--- src/rtl/spi_cmd_master.sv ---
module spi_cmd_master #(
  parameter int CLK_DIV  = 32,
  parameter int TX_DEPTH = 4,
  parameter int RX_LEN_W = 8,
  localparam int TXL_W   = $clog2(TX_DEPTH + 1)
) (
  input  logic                  clk,
  input  logic                  rst_n,
  input  logic                  req_valid,
  input  logic [7:0]            req_op,
  input  logic [TXL_W-1:0]      req_tx_len,
  input  logic [TX_DEPTH*8-1:0] req_tx_data,
  input  logic [RX_LEN_W-1:0]   req_rx_len,
  output logic                  req_ack,
  output logic                  busy,
  output logic                  done,
  output logic                  rx_valid,
  output logic [7:0]            rx_data,
  output logic                  sck,
  output logic                  cs_n,
  output logic                  mosi,
  input  logic                  miso
);
  localparam int HALF = CLK_DIV / 2;
  localparam int HCW  = $clog2(CLK_DIV);
  localparam int IDXW = RX_LEN_W + 2;
  localparam int TXB  = TX_DEPTH * 8 + 8;

  typedef enum logic [2:0] {S_IDLE, S_SETUP, S_LOW, S_HIGH, S_GAP} st_t;

  st_t              state;
  logic [HCW-1:0]   hc;
  logic [2:0]       bit_i;
  logic [IDXW-1:0]  byte_i, last_i;
  logic [TXL_W-1:0] txn;
  logic [TXB-1:0]   tx_buf;
  logic [7:0]       sh;
  logic [6:0]       rsh;
  logic             fin;

  wire half_end = (hc == HCW'(HALF - 1));
  wire gap_end  = (hc == HCW'(CLK_DIV - 1));
  wire rx_phase = (byte_i > IDXW'(txn));

  assign busy = (state == S_SETUP) || (state == S_LOW) || (state == S_HIGH);

  always_ff @(posedge clk) begin
    if (!rst_n) begin
      state    <= S_IDLE;
      hc       <= '0;
      bit_i    <= '0;
      byte_i   <= '0;
      last_i   <= '0;
      txn      <= '0;
      tx_buf   <= '1;
      sh       <= '1;
      rsh      <= '0;
      fin      <= 1'b0;
      sck      <= 1'b1;
      cs_n     <= 1'b1;
      mosi     <= 1'b1;
      req_ack  <= 1'b0;
      done     <= 1'b0;
      rx_valid <= 1'b0;
      rx_data  <= '0;
    end else begin
      req_ack  <= 1'b0;
      done     <= 1'b0;
      rx_valid <= 1'b0;
      case (state)
        S_IDLE: begin
          hc <= '0;
          if (req_valid) begin
            req_ack <= 1'b1;
            cs_n    <= 1'b0;
            sh      <= req_op;
            tx_buf  <= {8'hFF, req_tx_data};
            txn     <= req_tx_len;
            last_i  <= IDXW'(req_tx_len) + IDXW'(req_rx_len);
            byte_i  <= '0;
            bit_i   <= '0;
            fin     <= 1'b0;
            state   <= S_SETUP;
          end
        end
        S_SETUP: begin
          if (half_end) begin
            hc    <= '0;
            sck   <= 1'b0;
            mosi  <= sh[7];
            sh    <= {sh[6:0], 1'b1};
            state <= S_LOW;
          end else begin
            hc <= hc + 1'b1;
          end
        end
        S_LOW: begin
          if (half_end) begin
            hc    <= '0;
            sck   <= 1'b1;
            rsh   <= {rsh[5:0], miso};
            bit_i <= bit_i + 1'b1;
            fin   <= (bit_i == 3'd7) && (byte_i == last_i);
            if (bit_i == 3'd7) begin
              if (rx_phase) begin
                rx_valid <= 1'b1;
                rx_data  <= {rsh, miso};
              end
              if (byte_i < IDXW'(txn)) begin
                sh     <= tx_buf[7:0];
                tx_buf <= {8'hFF, tx_buf[TXB-1:8]};
              end else begin
                sh <= 8'hFF;
              end
              byte_i <= byte_i + 1'b1;
            end
            state <= S_HIGH;
          end else begin
            hc <= hc + 1'b1;
          end
        end
        S_HIGH: begin
          if (half_end) begin
            hc <= '0;
            if (fin) begin
              cs_n  <= 1'b1;
              done  <= 1'b1;
              state <= S_GAP;
            end else begin
              sck   <= 1'b0;
              mosi  <= sh[7];
              sh    <= {sh[6:0], 1'b1};
              state <= S_LOW;
            end
          end else begin
            hc <= hc + 1'b1;
          end
        end
        S_GAP: begin
          if (gap_end) begin
            hc    <= '0;
            state <= S_IDLE;
          end else begin
            hc <= hc + 1'b1;
          end
        end
        default: state <= S_IDLE;
      endcase
    end
  end


  cs_edge_chk: assert property (@(posedge clk) disable iff (!rst_n)
    (cs_n != $past(cs_n)) |-> (sck && $past(sck)));


  sck_framed_chk: assert property (@(posedge clk) disable iff (!rst_n)
    (sck != $past(sck)) |-> (!cs_n && !$past(cs_n)));


  done_cs_chk: assert property (@(posedge clk) disable iff (!rst_n)
    done |-> ($rose(cs_n) && !busy));


  ack_idle_chk: assert property (@(posedge clk) disable iff (!rst_n)
    req_ack |-> (!$past(busy) && $past(req_valid) && busy));


  rxv_edge_chk: assert property (@(posedge clk) disable iff (!rst_n)
    rx_valid |-> ($rose(sck) && !cs_n));


  mosi_fall_chk: assert property (@(posedge clk) disable iff (!rst_n)
    (!cs_n && (mosi != $past(mosi))) |-> $fell(sck));
endmodule

--- config.mk ---
export PLATFORM = sky130hd
export DESIGN_NAME = spi_cmd_master
export DESIGN_NICKNAME = d
export VERILOG_FILES = /design/src/rtl/spi_cmd_master.sv
export SDC_FILE = /design/constraint.sdc
export NUM_CORES = 1
export LEC_CHECK = 0
export BUFFER_PORTS_ARGS = -buffer_cell sky130_fd_sc_hd__buf_2
export CORE_AREA = 2 2 90 92
export CTS_CLUSTER_SIZE = 40
export DETAILED_ROUTE_END_ITERATION = 10
export DIE_AREA = 0 0 92 94
export MAX_ROUTING_LAYER = met4
export PLACE_DENSITY = 0.84
export SYNTH_ARGS = -nofsm -noshare
export SYNTH_HDL_FRONTEND = slang
export SYNTH_SLANG_ARGS = --single-unit
--- constraint.sdc ---
create_clock -name clk -period 5.6 [get_ports clk]
set_input_delay 1.12 -clock clk [delete_from_list [all_inputs] [get_ports clk]]
set_output_delay 1.12 -clock clk [all_outputs]
set_load 0.02 [all_outputs]
Word level (Yosys, flattened, before mapping)
Cells that the tools add are included.
Storage, ports and cells
  bits in registers: 104
  output and inout port bits: 15
Cells by class
  add/subtract/negate cells: 4
  $lt $le $gt $ge: 2
  equal/unequal tests: 17
  muxes and demuxes: 48
  reductions and logical operators: 25
Operators with widths (count)
  two-way mux 40 bit: 4
  one-hot mux 40 bit (2 select lines): 1
  two-way mux 8 bit: 7
  one-hot mux 8 bit (4 select lines): 1
  two-way mux 10 bit: 3
  two-way mux 3 bit: 8
  one-hot mux 10 bit (2 select lines): 1
  AND reduction 4 bit: 5
  one-hot mux 3 bit (5 select lines): 1
  one-hot mux 5 bit (3 select lines): 1
  AND reduction 5 bit: 3
  two-way mux 1 bit: 14
  inequality test 2 bit (second input constant): 7
  adder 10 x 1 -> 10 bit (second input constant): 1
  == test 10 bit: 1
  > comparator 10 x 3 -> 1 bit: 1
  < comparator 10 x 3 -> 1 bit: 1
  two-way mux 5 bit: 2
  adder 3 x 8 -> 9 bit: 1
  AND reduction 7 bit: 1
  == test 3 x 2 -> 1 bit (second input constant): 2
  == test 3 bit (second input constant): 2
  one-hot mux 1 bit (2 select lines): 3
  one-hot mux 3 bit (2 select lines): 1
  other kinds (16): 24

Longest topological paths before layout
Gate-level depths: netlist (run 1).
  depth in word-level cells: 5
  gate-level depth with buffers: 9
  mapped depth without buffers: 8

Worst setup path before layout (run 1)
Ideal clock, no wire load.
  kind: flip-flop to output port
  start: reg state[0]
  end: out busy
  arrival time: 1.355 ns
  required time: 4.480 ns
  slack: 3.125 ns
  stages on the path, launching flop included: 7
  buffers on the path: 3
  path through: dfxtp_1 -> buf_2 -> or2_2 -> clkbuf_1 -> nand2b_1 -> clkbuf_1 -> inv_1
On the way
  word-level cells in the longest chain between the ends: 3
Ends and longest elaborated chain
  start: declaration: line 31  | st_t state;
  start signal: assignment: line 49  | state <= S_IDLE;
  start signal: assignment: line 83  | state <= S_SETUP;
  start signal: assignment: line 92  | state <= S_LOW;
  == test 3 x 1 -> 1 bit / == test 3 x 2 -> 1 bit (equally long branches): line 45  | assign busy = (state == S_SETUP) || (state == S_LOW) || (state == S_HIGH);
  logical OR 1 bit: line 45
  logical OR 1 bit *: line 45
  end: declaration: line 15  | output logic busy,
Every way passes the cells marked *; elsewhere a longest branch is shown, timed or not.

Worst setup path in the final report (run 1)
Ends and elaborated chain as after synthesis.

==> results of run 1 <==
## cells in the mapped netlist, types with 2 or more instances
cell / instances / area share, %
dfxtp_1: 95 / 42
nand2_1: 62 / 5.1
a21oi_1: 61 / 6.7
o21ai_0: 44 / 4.8
nor2_1: 43 / 3.5
clkbuf_1: 27 / 2.2
nor2b_1: 27 / 3.7
a2111oi_0: 25 / 4.8
nand3_1: 19 / 2.1
buf_2: 14 / 1.5
ha_1: 13 / 3.6
xnor2_1: 13 / 2.5
a211oi_1: 11 / 1.8
inv_1: 11 / 0.91
o211ai_1: 9 / 1.5
xor2_1: 9 / 1.7
a22oi_1: 7 / 1.2
nand4_1: 5 / 0.69
nor3_1: 5 / 0.55
o21ai_1: 5 / 0.55
and3_1: 4 / 0.55
a21o_1: 3 / 0.50
and2_1: 3 / 0.41
buf_1: 3 / 0.25
nand2b_1: 3 / 0.41
nor3b_1: 3 / 0.50
a31oi_1: 2 / 0.27
mux2i_1: 2 / 0.44
nand3b_1: 2 / 0.33
nand4b_1: 2 / 0.39
nor4_1: 2 / 0.27
o21a_1: 2 / 0.33
or3_1: 2 / 0.27
## power by group through the flow
stage	sequential [mW]	combinational (mW)	clock (mW)
global placement	0.735	0.129	0
finish	0.721	0.135	0.467
global route	0.724	0.153	0.501
CTS	0.720	0.135	0.472
floorplan	0.729	0.0969	0
detailed placement	0.736	0.135	0
## flip-flops by register name (all words and copies together), names as in the netlist, 5 cells and up
signal and count:
byte_i 10, hc 5, last_i 9, rsh 7, rx_data 8, sh 8
tx_buf 32
## metrics by stage
stage | util, % | hold WS, ns | power (mW)
global placement | 63.87 | 0.4446 | 0.8637
global route | 66.58 | 0.4838 | 1.377
floorplan | - | 0.4362 | 0.8260
CTS | 66.58 | 0.4634 | 1.327
detailed placement | 63.87 | 0.4489 | 0.8704
finish | 66.58 | 0.4611 | 1.322
## per-layer routing
metal	global-route usage (%)	vias up	wire, µm
met4	10.20	0	140
met1	33.06	1900	4621
met2	38.11	107	4894
met3	3.130	13	399
li1	-	2037	-
met5	-	-	0
## worst max-delay path: stages (launching register included)
cell      delay, ns
dfxtp_1        0.94
or2_2          0.33
nand2b_1       0.22
inv_1          0.16
buf_2          0.18
## worst min path at each step
stage | endpoint | slack, ns | cells past startpoint
floorplan | rx_data[7] | 0.44 | 2
detailed placement | txn[2] | 0.45 | 2
global route | txn[2] | 0.48 | 2
finish | txn[2] | 0.46 | 2
CTS | txn[2] | 0.46 | 2
global placement | txn[1] | 0.44 | 2
## layout make-up
| class | instances | share of cell area (%) |
|---|---|---|
| flip-flops and latches | 95 | 37.55 |
| inverters | 11 | 0.8152 |
| multi-input cells | 401 | 47.78 |
| repair buffers | 72 | 7.263 |
| well taps | 102 | 2.520 |
| clock inverters | 7 | 1.630 |
| clock buffers | 9 | 2.446 |
## logic make-up (layout without fill, tap and decap cells)
kind of cell / Yosys count / after routing / synth area share (%)
compound gates: 176 / 176 / 24.20
simple gates: 186 / 186 / 19.97
buf+inv: 56 / 99 / 5.088
fa+ha+maj: 14 / 14 / 4.016
flops: 95 / 95 / 41.80
mux: 3 / 3 / 0.6876
xor+xnor: 22 / 22 / 4.236
==> qor.csv, run 1 <==
stage;metric;value;unit
placement;dp_slack;2.235;ns
final_layout;area_growth_syn_to_layout;11.33;%
sta;skew;0.008734;ns
clock_network;clk_pin_slew_worst_paths;0.10;ns
synthesis;avgSynthCellArea;8.242;µm²
status;outcome;completed;
power_and_ir_drop;p_seq_share;54.5;%
placement;dp_cells;681;
global_route;antenna_found_initial;0;
synthesis;synthCells;552;
clock_network;cts_hold_buf;0;
synthesis;synth_edf_count;0;
placement;dp.final_hpwl;6.697;mm
critical_path;worstSetupPathType;flip-flop to primary output;
drt;drtIter0Drc;207;
floorplan;die_height;94;µm
critical_path;endpoint;busy;
power_and_ir_drop;p_int;0.9723;mW
power_and_ir_drop;irDropWorstVdd;0.1333;mV
sta;final-setup-viol-count;0;
synthesis;synth.distinct_cells;47;
clock_network;ctsResizeCount;0;
drt;ant_nets;0;
critical_path;cp_data_required_time;4.48;ns
drt;routed_via_density;5.821;
power_and_ir_drop;p_switching;0.3501;mW
drt;post-route-drc-count;0;
power_and_ir_drop;power.density;261.1;mW/mm²
clock_network;cts_root_buf;clkbuf_8;
placement;port_buffers;69;
synthesis;yosysWarnings;0;
critical_path;reg2reg_depth;7;
clock_network;htreeDepth;3;
drt;wire_per_inst;14.43;µm
sta;fin_setup_tns;0;ns
final_layout;final_cell_area;0.005065;mm²
final_layout;diodes;0;
power_and_ir_drop;clkPwrFrac;35.3;%
sta;fmax;0.3016;GHz
floorplan;start_util;59.80;%
sta;drv_slew;0;
power_and_ir_drop;swShare;26.48;%
global_route;grtUsageTotal;24.66;%
job;cap_violations;0;
final_layout;final_cells;697;
worst_hold_path;hp-class;flip-flop to flip-flop;
critical_path;worst_setup_path_start_kind;flip-flop;
drt;drt_pass1_iterations;6;
final_layout;multi_input_area;0.002420;mm²
clock_network;cts_buffers;9;
sta;tightest_slew;1.280;ns
synthesis;synthFlopType;dfxtp_1;
global_route;grt_max_degree;65;
clock_network;clock_sink_count;95;
drt;routed_wl;10.06;mm
sta;fin_crit_sh;59.21;%
global_route;grt_first_pass_wirelength;16.79;mm
sta;hold_viol;0;
power_and_ir_drop;power_leakage;1.972;nW
global_route;grt-ovfl-total;0;
power_and_ir_drop;p_comb_share;10.2;%
critical_path;r2r_end;tx_buf[8];
placement;dpl_cell_area;0.004858;mm²
clock_network;post_cts_buffers;0;
final_layout;num-nets-final;659;
clock_network;clock_latency;0.37;ns
synthesis;synth_fp_nets;621;
critical_path;cp-end-kind;primary output;
final_layout;drive_gt1_share;15.97;%
global_route;grt_pass1_vias;3642;
floorplan;ios;70;
synthesis;netlist_area;0.004549;mm²
synthesis;ys_seq_area_share;41.80;%
critical_path;rr_startpoint;hc[0];
sta;rsz0062_at_grt;false;
synthesis;async_flop_share;0;%
drt;vias;4057;
critical_path;crit_arrival;2.20;ns
final_layout;final_common_cell;dfxtp_1;
floorplan;placementRows;32;
sta;setup_slack;2.284;ns
synthesis;synth-seq-cells;95;
clock_network;cts_tree;built;
sta;fin_crit;3.316;ns
worst_hold_path;holdCritStartpoint;txn[2];
final_layout;mostFrequentLayoutCells;dfxtp_1, buf_2, nand2_1;
final_layout;num-fill-cells;633;
placement;gp_congestion;0.8081;
floorplan;core_area;0.007607;mm²
clock_network;cts_buffer_depth;2;
floorplan;dieArea;0.008648;mm²
sta;slew_headroom;14.63;%
floorplan;fp.dieW;92;µm
critical_path;crit_fanout;25;
critical_path;r2r_setup_slack;2.63;ns
critical_path;cp-startpoint;state[0];
final_layout;seq_area;0.001902;mm²
Power figures use the tool's default switching activity.
==> run 2, diff against run 1 <==
- CORE_AREA: 2 2 90 92 -> 2 2 98 100
- DIE_AREA: 0 0 92 94 -> 0 0 100 102
- PLACE_DENSITY: 0.84 -> 0.75
- clock period: 5.6 -> 2.95 ns (I/O delays scaled with it)
==> qor.csv, run 2 (same netlist as run 1, synthesis figures left out) <==
stage;metric;value;unit;change
status;outcome;completed;;unchanged
sta;fin_crit;2.593;ns;
sta;skew;0.006991;ns;was 0.008734 ns
floorplan;ios;70;;unchanged
drt;vias;4080;;was 4,057
drt;routed_via_density;5.690;;was 5.821
critical_path;crit_fanout;25;;unchanged
critical_path;crit_arrival;2.81;ns;was 2.20 ns
placement;dp_cells;701;;was 681
drt;routed_wl;10.20;mm;was 10.06 mm
sta;fin_crit_sh;87.91;%;
placement;dp_slack;0.1973;ns;was 2.235 ns
power_and_ir_drop;total_power;2.401;mW;was 1.322 mW
clock_network;clk_pin_slew_worst_paths;0.09;ns;was 0.10 ns
floorplan;die_height;102;µm;was 94 µm
critical_path;worstSetupPathType;flip-flop to flip-flop;;was flip-flop to primary output
placement;dpl_cell_area;0.004952;mm²;was 0.004858 mm²
sta;setup_slack;0.3565;ns;was 2.284 ns
drt;drtIter0Drc;223;;was 207
final_layout;num-nets-final;670;;was 659
sta;hold_viol;0;;unchanged
power_and_ir_drop;irDropWorstVdd;0.2200;mV;was 0.1333 mV
job;cap_violations;0;;unchanged
clock_network;htreeDepth;3;;unchanged
global_route;grtUsageTotal;21.56;%;was 24.66%
global_route;grt_max_degree;64;;was 65
final_layout;mostFrequentLayoutCells;dfxtp_1, buf_2, nand2_1;;unchanged
placement;dp.final_hpwl;6.985;mm;was 6.697 mm
sta;tightest_slew;1.030;ns;was 1.280 ns
final_layout;largest_reg_flops;32;;unchanged
critical_path;cp_data_required_time;3.16;ns;was 4.48 ns
global_route;grt-ovfl-total;0;;unchanged
sta;rsz0062_at_grt;false;;unchanged
floorplan;start_util;49.95;%;was 59.80%
final_layout;diodes;0;;unchanged
drt;drt_pass1_iterations;4;;was 6
sta;drv_slew;0;;unchanged
final_layout;final_common_cell;dfxtp_1;;unchanged
critical_path;worst_setup_path_start_kind;flip-flop;;unchanged
clock_network;post_cts_buffers;0;;unchanged
clock_network;cts_tree;built;;unchanged
clock_network;clock_sink_count;95;;unchanged
drt;post-route-drc-count;0;;unchanged
clock_network;ctsResizeCount;0;;unchanged
final_layout;regMostFlops;tx_buf;;unchanged
floorplan;core_area;0.009109;mm²;was 0.007607 mm²
clock_network;cts_buffer_depth;2;;unchanged
sta;final-setup-viol-count;0;;unchanged
final_layout;top_regs;tx_buf: 32 flops, byte_i: 10 flops, last_i: 9 flops;;unchanged
final_layout;drive_gt1_share;17.66;%;was 15.97%
floorplan;placementRows;35;;was 32
clock_network;clock_latency;0.35;ns;was 0.37 ns
clock_network;cts_root_buf;clkbuf_8;;unchanged
sta;whs;0.4581;ns;was 0.4611 ns
global_route;grt_pass1_vias;3827;;was 3,642
final_layout;post-route-util;56.35;%;was 66.58%
power_and_ir_drop;power_leakage;2.011;nW;was 1.972 nW
sta;slew_headroom;30.87;%;was 14.63%
worst_hold_path;hp-class;flip-flop to flip-flop;;unchanged
floorplan;dieArea;0.01020;mm²;was 0.008648 mm²
power_and_ir_drop;power.density;467.9;mW/mm²;was 261.1 mW/mm²
clock_network;cts_buffers;9;;unchanged
placement;port_buffers;69;;unchanged
clock_network;cts_hold_buf;0;;unchanged
floorplan;fp.dieW;100;µm;was 92 µm
final_layout;area_growth_syn_to_layout;12.82;%;was 11.33%
final_layout;final_cells;717;;was 697
sta;fmax;0.3856;GHz;
drt;ant_nets;0;;unchanged
placement;gp_congestion;0.8918;;was 0.8081
global_route;grt_first_pass_wirelength;17.62;mm;was 16.79 mm
global_route;antenna_found_initial;0;;unchanged
final_layout;final_cell_area;0.005132;mm²;was 0.005065 mm²
critical_path;cp-end-kind;flip-flop;;was primary output
sta;fin_setup_tns;0;ns;unchanged
drt;wire_per_inst;14.22;µm;was 14.43 µm
[run 2: layout make-up]
type	instances	area, µm²
fillers	825	3976
multi-input cells	401	2425
clock inverters	5	33.78
well taps	111	138.9
flip-flops and latches	95	1902
inverters	11	41.29
clock buffers	11	141.4
repair buffers	83	450.4
[run 2: per-layer routing]
layer / track usage [%] / routed length, µm / vias to the layer above
met3: 3.762 / 464 / 11
li1: - / - / 2054
met1: 28.66 / 4804 / 1908
met5: - / 0 / -
met2: 34.20 / 4804 / 107
met4: 5.796 / 124 / 0
[run 2: where the power goes]
group          internal, mW  total [mW]  switching [mW]
Combinational         0.117       0.265           0.147
Clock                 0.328       0.771           0.443
Sequential             1.33        1.37          0.0333
Total                  1.78        2.40           0.623
[run 2: worst max-delay path, stage by stage, from the launching register on]
cell and delay (ns):
dfxtp_1 0.38, ha_1 0.20, and3_1 0.24, ha_2 0.35
nand3_4 0.14, a211o_2 0.55, a2111oi_0 0.50, o21ai_1 0.10
[run 2: final timing paths]
| path | from | endpoint | slack, ns | cells after the start |
|---|---|---|---|---|
| max | hc[0] | tx_buf[16] | 0.36 | 7 |
| min | txn[2] | txn[2] | 0.46 | 2 |
| max reg2reg | hc[0] | tx_buf[16] | 0.36 | 7 |
| min reg2reg | txn[2] | txn[2] | 0.46 | 2 |
